$ cat src/rtl/tk_pkg.sv
package tk_pkg;
  localparam int ADDR_W = 4;
  localparam int DATA_W = 8;
  localparam logic [ADDR_W-1:0] ADR_CTRL  = 4'h0;
  localparam logic [ADDR_W-1:0] ADR_FIRST = 4'h2;
  localparam logic [ADDR_W-1:0] ADR_LAST  = 4'h8;

  typedef enum logic [2:0] {
    F_SEC  = 3'd0,
    F_MIN  = 3'd1,
    F_HOUR = 3'd2,
    F_MDAY = 3'd3,
    F_WDAY = 3'd4,
    F_MON  = 3'd5,
    F_YEAR = 3'd6
  } field_e;

  // binary working copy of the calendar
  typedef struct packed {
    logic [6:0] sec;
    logic [6:0] min;
    logic [5:0] hour;
    logic [5:0] mday;
    logic [2:0] wday;
    logic [4:0] mon;
    logic [7:0] year;
  } cal_t;

  localparam cal_t CAL_INIT = '{sec: 7'd0, min: 7'd0, hour: 6'd0, mday: 6'd1,
                                wday: 3'd0, mon: 5'd1, year: 8'd0};

  function automatic logic [7:0] bcd2val(input logic [7:0] b);
    return ({4'b0, b[7:4]} * 8'd10) + {4'b0, b[3:0]};
  endfunction

  function automatic logic [7:0] val2bcd(input logic [7:0] v);
    return {4'(v / 8'd10), 4'(v % 8'd10)};
  endfunction

  function automatic logic [5:0] month_days(input logic [4:0] m, input logic [1:0] ylo);
    case (m)
      5'd2:                      return (ylo == 2'b00) ? 6'd29 : 6'd28;
      5'd4, 5'd6, 5'd9, 5'd11:   return 6'd30;
      default:                   return 6'd31;
    endcase
  endfunction

  // register image of the hour field in either view
  function automatic logic [7:0] hour_out(input logic [5:0] h, input logic h12);
    logic       pm;
    logic [5:0] hh;
    if (!h12) return val2bcd({2'b00, h});
    pm = (h >= 6'd12);
    hh = pm ? h - 6'd12 : h;
    if (hh == 6'd0) hh = 6'd12;
    return {2'b00, pm, 5'(val2bcd({2'b00, hh}))};
  endfunction

  function automatic logic [5:0] hour_in(input logic [7:0] w, input logic h12);
    logic [7:0] hh;
    if (!h12) return 6'(bcd2val(w & 8'h3F));
    hh = bcd2val(w & 8'h1F);
    if (hh == 8'd12) hh = 8'd0;
    return 6'(hh + (w[5] ? 8'd12 : 8'd0));
  endfunction
endpackage

$ cat src/rtl/tk_prescaler.sv
module tk_prescaler #(
  parameter int PRESCALE = 32768
) (
  input  logic clk,
  input  logic clr,
  input  logic run,
  input  logic osc_tick,
  output logic sec_tick
);
  localparam int CNT_W = (PRESCALE > 2) ? $clog2(PRESCALE) : 1;
  localparam logic [CNT_W-1:0] LAST = CNT_W'(PRESCALE - 1);

  logic [CNT_W-1:0] cnt;

  always_ff @(posedge clk) begin
    if (clr || !run)      cnt <= '0;
    else if (osc_tick)    cnt <= (cnt == LAST) ? '0 : cnt + 1'b1;
  end

  assign sec_tick = run && osc_tick && (cnt == LAST);

  AST_PRESC_HELD: assert property (@(posedge clk) disable iff (clr)
    !run |=> (cnt == '0));
endmodule

$ cat src/rtl/tk_time_core.sv
module tk_time_core
  import tk_pkg::*;
(
  input  logic       clk,
  input  logic       clr,
  input  logic       sec_tick,
  input  logic       tw_en,
  input  field_e     tw_field,
  input  logic [7:0] tw_val,
  input  logic       osf_clr,
  output cal_t       cal,
  output logic       osf
);
  cal_t nxt;

  always_comb begin
    nxt = cal;
    if (cal.sec >= 7'd59) begin
      nxt.sec = 7'd0;
      if (cal.min >= 7'd59) begin
        nxt.min = 7'd0;
        if (cal.hour >= 6'd23) begin
          nxt.hour = 6'd0;
          nxt.wday = (cal.wday >= 3'd6) ? 3'd0 : cal.wday + 3'd1;
          if (cal.mday >= month_days(cal.mon, cal.year[1:0])) begin
            nxt.mday = 6'd1;
            if (cal.mon >= 5'd12) begin
              nxt.mon  = 5'd1;
              nxt.year = (cal.year >= 8'd99) ? 8'd0 : cal.year + 8'd1;
            end else begin
              nxt.mon = cal.mon + 5'd1;
            end
          end else begin
            nxt.mday = cal.mday + 6'd1;
          end
        end else begin
          nxt.hour = cal.hour + 6'd1;
        end
      end else begin
        nxt.min = cal.min + 7'd1;
      end
    end else begin
      nxt.sec = cal.sec + 7'd1;
    end
  end

  always_ff @(posedge clk) begin
    if (clr) begin
      cal <= CAL_INIT;
    end else if (tw_en) begin
      case (tw_field)
        F_SEC:   cal.sec  <= tw_val[6:0];
        F_MIN:   cal.min  <= tw_val[6:0];
        F_HOUR:  cal.hour <= tw_val[5:0];
        F_MDAY:  cal.mday <= tw_val[5:0];
        F_WDAY:  cal.wday <= tw_val[2:0];
        F_MON:   cal.mon  <= tw_val[4:0];
        F_YEAR:  cal.year <= tw_val;
        default: ;
      endcase
    end else if (sec_tick) begin
      cal <= nxt;
    end
  end

  always_ff @(posedge clk) begin
    if (clr)          osf <= 1'b1;
    else if (osf_clr) osf <= 1'b0;
  end

  AST_SEC_WRAP: assert property (@(posedge clk) disable iff (clr)
    (sec_tick && !tw_en && cal.sec == 7'd59) |=> (cal.sec == 7'd0));
  AST_OSF_STICKY: assert property (@(posedge clk) disable iff (clr)
    (osf && !osf_clr) |=> osf);
endmodule

$ cat src/rtl/tk_readview.sv
module tk_readview
  import tk_pkg::*;
(
  input  logic              clk,
  input  logic              rst,
  input  logic              rd_en,
  input  logic [ADDR_W-1:0] addr,
  input  cal_t              cal,
  input  logic              osf,
  input  logic              ctl_stop,
  input  logic              ctl_h12,
  output logic [DATA_W-1:0] rdata
);
  logic [DATA_W-1:0] view;

  always_comb begin
    case (addr)
      4'h0:    view = {2'b00, ctl_stop, 2'b00, ctl_h12, 2'b00};
      4'h2:    view = {osf, 7'(val2bcd({1'b0, cal.sec}))};
      4'h3:    view = {1'b0, 7'(val2bcd({1'b0, cal.min}))};
      4'h4:    view = hour_out(cal.hour, ctl_h12);
      4'h5:    view = val2bcd({2'b00, cal.mday});
      4'h6:    view = {5'b0, cal.wday};
      4'h7:    view = val2bcd({3'b000, cal.mon});
      4'h8:    view = val2bcd(cal.year);
      default: view = '0;
    endcase
  end

  always_ff @(posedge clk) begin
    if (rst)        rdata <= '0;
    else if (rd_en) rdata <= view;
  end

  AST_UNMAPPED_ZERO: assert property (@(posedge clk) disable iff (rst)
    (rd_en && addr != ADR_CTRL && (addr < ADR_FIRST || addr > ADR_LAST)) |=> (rdata == '0));
endmodule

$ cat src/rtl/bcd_timekeeper.sv
module bcd_timekeeper
  import tk_pkg::*;
#(
  parameter int PRESCALE = 32768
) (
  input  logic              clk,
  input  logic              rst,
  input  logic              osc_tick,
  input  logic              wr_en,
  input  logic              rd_en,
  input  logic [ADDR_W-1:0] addr,
  input  logic [DATA_W-1:0] wdata,
  output logic [DATA_W-1:0] rdata
);
  logic       ctl_stop, ctl_h12;
  logic       ctl_wr, swrst, clr, is_time, tw_en, osf_clr, sec_tick, osf;
  field_e     tw_field;
  logic [7:0] tw_val;
  cal_t       cal;

  assign ctl_wr   = wr_en && (addr == ADR_CTRL);
  assign swrst    = ctl_wr && wdata[6] && wdata[4] && wdata[3];
  assign clr      = rst || swrst;
  assign is_time  = (addr >= ADR_FIRST) && (addr <= ADR_LAST);
  assign tw_en    = wr_en && is_time;
  assign tw_field = field_e'(3'(addr - ADR_FIRST));
  assign osf_clr  = tw_en && (tw_field == F_SEC) && !wdata[7];

  always_comb begin
    case (tw_field)
      F_SEC, F_MIN: tw_val = bcd2val(wdata & 8'h7F);
      F_HOUR:       tw_val = {2'b00, hour_in(wdata, ctl_h12)};
      F_MDAY:       tw_val = bcd2val(wdata & 8'h3F);
      F_WDAY:       tw_val = {5'b0, wdata[2:0]};
      F_MON:        tw_val = bcd2val(wdata & 8'h1F);
      default:      tw_val = bcd2val(wdata);
    endcase
  end

  always_ff @(posedge clk) begin
    if (clr) begin
      ctl_stop <= 1'b0;
      ctl_h12  <= 1'b0;
    end else if (ctl_wr) begin
      ctl_stop <= wdata[5];
      ctl_h12  <= wdata[2];
    end
  end

  tk_prescaler #(.PRESCALE(PRESCALE)) u_presc (
    .clk(clk), .clr(clr), .run(!ctl_stop), .osc_tick(osc_tick), .sec_tick(sec_tick)
  );

  tk_time_core u_core (
    .clk(clk), .clr(clr), .sec_tick(sec_tick), .tw_en(tw_en), .tw_field(tw_field),
    .tw_val(tw_val), .osf_clr(osf_clr), .cal(cal), .osf(osf)
  );

  tk_readview u_view (
    .clk(clk), .rst(rst), .rd_en(rd_en), .addr(addr), .cal(cal), .osf(osf),
    .ctl_stop(ctl_stop), .ctl_h12(ctl_h12), .rdata(rdata)
  );

  AST_FROZEN: assert property (@(posedge clk) disable iff (rst)
    (ctl_stop && !wr_en) |=> $stable(cal));
  AST_CMD_RESET: assert property (@(posedge clk) disable iff (rst)
    swrst |=> (osf && cal == CAL_INIT && !ctl_stop && !ctl_h12));
endmodule

$ cat config.mk
export PLATFORM = sky130hd
export DESIGN_NAME = bcd_timekeeper
export DESIGN_NICKNAME = d
export VERILOG_FILES = /design/src/rtl/tk_pkg.sv /design/src/rtl/tk_prescaler.sv /design/src/rtl/tk_time_core.sv /design/src/rtl/tk_readview.sv /design/src/rtl/bcd_timekeeper.sv
export SDC_FILE = /design/constraint.sdc
export NUM_CORES = 1
export LEC_CHECK = 0
export BUFFER_PORTS_ARGS = -buffer_cell sky130_fd_sc_hd__buf_2
export CAP_MARGIN = 10
export CORE_MARGIN = 3
export CORE_UTILIZATION = 33
export CTS_CLUSTER_SIZE = 16
export DETAILED_ROUTE_END_ITERATION = 16
export RECOVER_POWER = 100
export SYNTH_ARGS = -nofsm -noshare
export SYNTH_HDL_FRONTEND = slang
export SYNTH_SLANG_ARGS = --single-unit
$ cat constraint.sdc
create_clock -name clk -period 10.7 [get_ports clk]
set_input_delay 2.675 -clock clk [delete_from_list [all_inputs] [get_ports clk]]
set_output_delay 2.675 -clock clk [all_outputs]
set_load 0.02 [all_outputs]
==> out/qor.csv <==
metric,value,unit
number of buffers added on ports,24,
reg2reg start,u_core.cal[24],
"flops & latches, synth",68,
Tot GR Track Use,18.3,%
post-route clock period utilization,69.8,%
die height,150,µm
most common cell in the netlist,nor2_1,
Horiz. Die Dim,150,µm
CP arrival,7.75,ns
power density cells,93.7,nW/µm²
clk root buf,clkbuf_16,
routed vias/inst,5.72,
syn_nets,1021,
crit path from,addr[1],
post-synthesis adder-cell area fraction,9.99,%
register-to-register setup slack,6.26,ns
setup TNS,0,ns
failing checks,"max-capacitance violations, max-slew violations",
# rows,52,
clock tree from TritonCTS,built,
peak supply drop,0.0000766,V
Crit Path Max Fanout,22,
Yosys cell types,83,
critical path class,in -> reg,
Post-synth top cells,"nor2_1 (108), a21oi_1 (85), nand2_1 (82)",
yosys warns,0,
fill count,2169,
Worst setup EP type,flip-flop,
Post-Syn Area,6860,µm²
Synth Area in Compound Gates,31.0,%
Synth Area in XOR/XNOR,3.45,%
I/O pin count,25,
Post-synth EDFFs,0,
end-of-flow core utilization,36.9,%
DRT antenna net count,0,
ranking of synthesized cells by area,"dfxtp_1 (20%), ha_1 (9.1%), a21oi_1 (6.2%)",
Initial Utilization,33.8,%
share of layout cells above drive strength 1,6.51,%
"Hold Violations, Final",0,
wire per inst,16.8,µm
CTS H-tree depth,3,
critical path data required time,10.98,ns
Yosys top cell by area,dfxtp_1,
DRC,0,
core area,20300,µm²
"Reg clk slew, reported paths",0.06,ns
final wirelength,20600,µm
worst hold path class,reg -> reg,
largest family of logic cells by synthesized area,compound AO/OA/AOI/OAI gates,
Final Setup Violations,0,
GP Congestion,0.890,
Slew HR,-57.1,%
Reg2Reg Depth,15,
DR iter-0 viols,652,
post-layout min period,7.47,ns
Synth Area in Simple Gates,26.8,%
asr flop ratio synth,0,%
Worst Max-Slew Pin Slew,2.36,ns
Fin Clk Skew,0.00522,ns
CTS sink count,68,
register area share after synthesis,19.8,%
pin count of the biggest net entering global routing,50,
synth-to-layout area growth,9.12,%
mux cell area share after synthesis,4.16,%
HPWL Detailed,15500,µm
"Clk Latency, worst-skew pair",0.35,ns
die area,22600,µm²
Post-CTS Setup Repair Bufs,0,
cells after synthesis,951,
post-synth top area share,19.8,%
top_reg_cell synth,dfxtp_1,
reg2reg end,u_view.rdata[2],
vias in the first global route,6348,
LEAKAGE,2.74,nW
CTS max path bufs,2,
first-pass GRT wire length,33300,µm
startpoint types,input port,
final net count,1018,
max-slew violations,50,
number of gates resized after CTS,0,
maxcap violations,1,
status,"finished, violations left",
syn avg cell area,7.22,µm²
routed via count,6998,
cts hold-fix bufs,0,
DRT Pass-1 Iters,8,
Num CTS Buffers,9,
RSZ-0062 raised after global routing,false,
initial antenna violation count,1,
FMAX,134,MHz
Overflow after GRT,0,
Setup crit end,u_view.rdata[1],
## power by group
part | internal [mW] | total (mW) | switching (mW)
Combinational | 0.0350 | 0.103 | 0.0682
Clock | 0.213 | 0.342 | 0.129
Sequential | 0.254 | 0.256 | 0.00194
Total | 0.503 | 0.702 | 0.199
## per-stage QoR
step           setup WS [ns]  power [mW]  hold slack, ns  std cells  area [µm²]
6_report                3.23       0.702           0.484       1224        7490
5_1_grt                 2.77       0.729           0.518       1224        7490
4_1_cts                 3.52       0.708           0.486       1222        7510
3_5_place_dp            3.17       0.364           0.475       1206        7180
3_3_place_gp            3.28       0.364           0.456       1206        7180
2_1_floorplan           4.28       0.336           0.438        951        6860
## registers in the layout, summed over array words and instances (netlist names)
register and cells:
u_core.cal 42, u_presc.cnt 15, u_view.rdata 8, ctl_h12 1
ctl_stop 1, u_core.osf 1
## cell usage in the layout, fill, tap and decap left out, types with 10 or more instances in the layout
cell	instances
clkbuf_1	14
a31oi_1	11
buf_2	14
ha_1	50
o21ai_0	82
inv_1	32
xnor2_1	12
nor2_1	108
nand2b_1	10
a21o_1	14
o22ai_1	13
mux2_2	10
xor2_1	15
a211oi_1	23
nand2_1	82
mux2i_1	15
and3_1	15
nand3_1	43
a21oi_1	85
or3_1	11
nor3_1	27
dfxtp_1	68
## layout make-up
cell class	instances	area, µm²	share of cell area (%)
multi-input cells	802	5170	69.0
flip-flops and latches	68	1360	18.2
well taps	270	338	4.51
clock buffers	10	239	3.19
repair buffers	32	153	2.04
inverters	35	131	1.75
clock inverters	6	95.1	1.27
diodes	1	2.50	0.0334
## how the worst min path moves through the flow
stage,from,end,slack [ns],cells after the start
finish,u_core.osf,u_core.osf,0.48,2
global route,u_view.rdata[5],u_view.rdata[5],0.52,2
CTS,u_core.osf,u_core.osf,0.49,2
detailed placement,u_presc.cnt[14],u_presc.cnt[14],0.47,2
global placement,u_presc.cnt[14],u_presc.cnt[14],0.46,2
floorplan,u_presc.cnt[14],u_presc.cnt[14],0.44,2
## logic make-up (layout without fill, tap and decap cells)
group | after synthesis | count (layout)
mux | 26 | 26
xor+xnor | 27 | 27
fa+ha+maj | 53 | 53
other cells | 0 | 1
flops | 68 | 68
buf+inv | 81 | 83
simple gates | 369 | 369
compound gates | 327 | 327
## worst max-delay path, stage by stage
cell	delay (ns)
clkbuf_1	0.55
inv_1	0.35
ha_1	0.36
and3b_1	0.40
a211oi_1	0.37
a21oi_1	0.13
ha_1	0.32
nor2_1	0.04
o32ai_1	0.39
clkbuf_1	0.38
and2_0	0.25
o21ai_0	0.12
a211oi_1	0.63
xor2_1	0.22
nor4_1	0.29
a211oi_1	0.08
a31oi_1	0.19
## per-layer routing
layer / share of wire [%] / routed length (µm) / global-route usage [%] / up-vias
met1: 48 / 9880 / 26.7 / 3239
met5: 0 / 0 / 0 / -
met3: 6.2 / 1280 / 3.10 / 30
li1: - / - / - / 3525
met4: 2.1 / 432 / 5.35 / 0
met2: 44 / 8960 / 27.5 / 204
No activity file was read; power rests on OpenSTA's default activity.
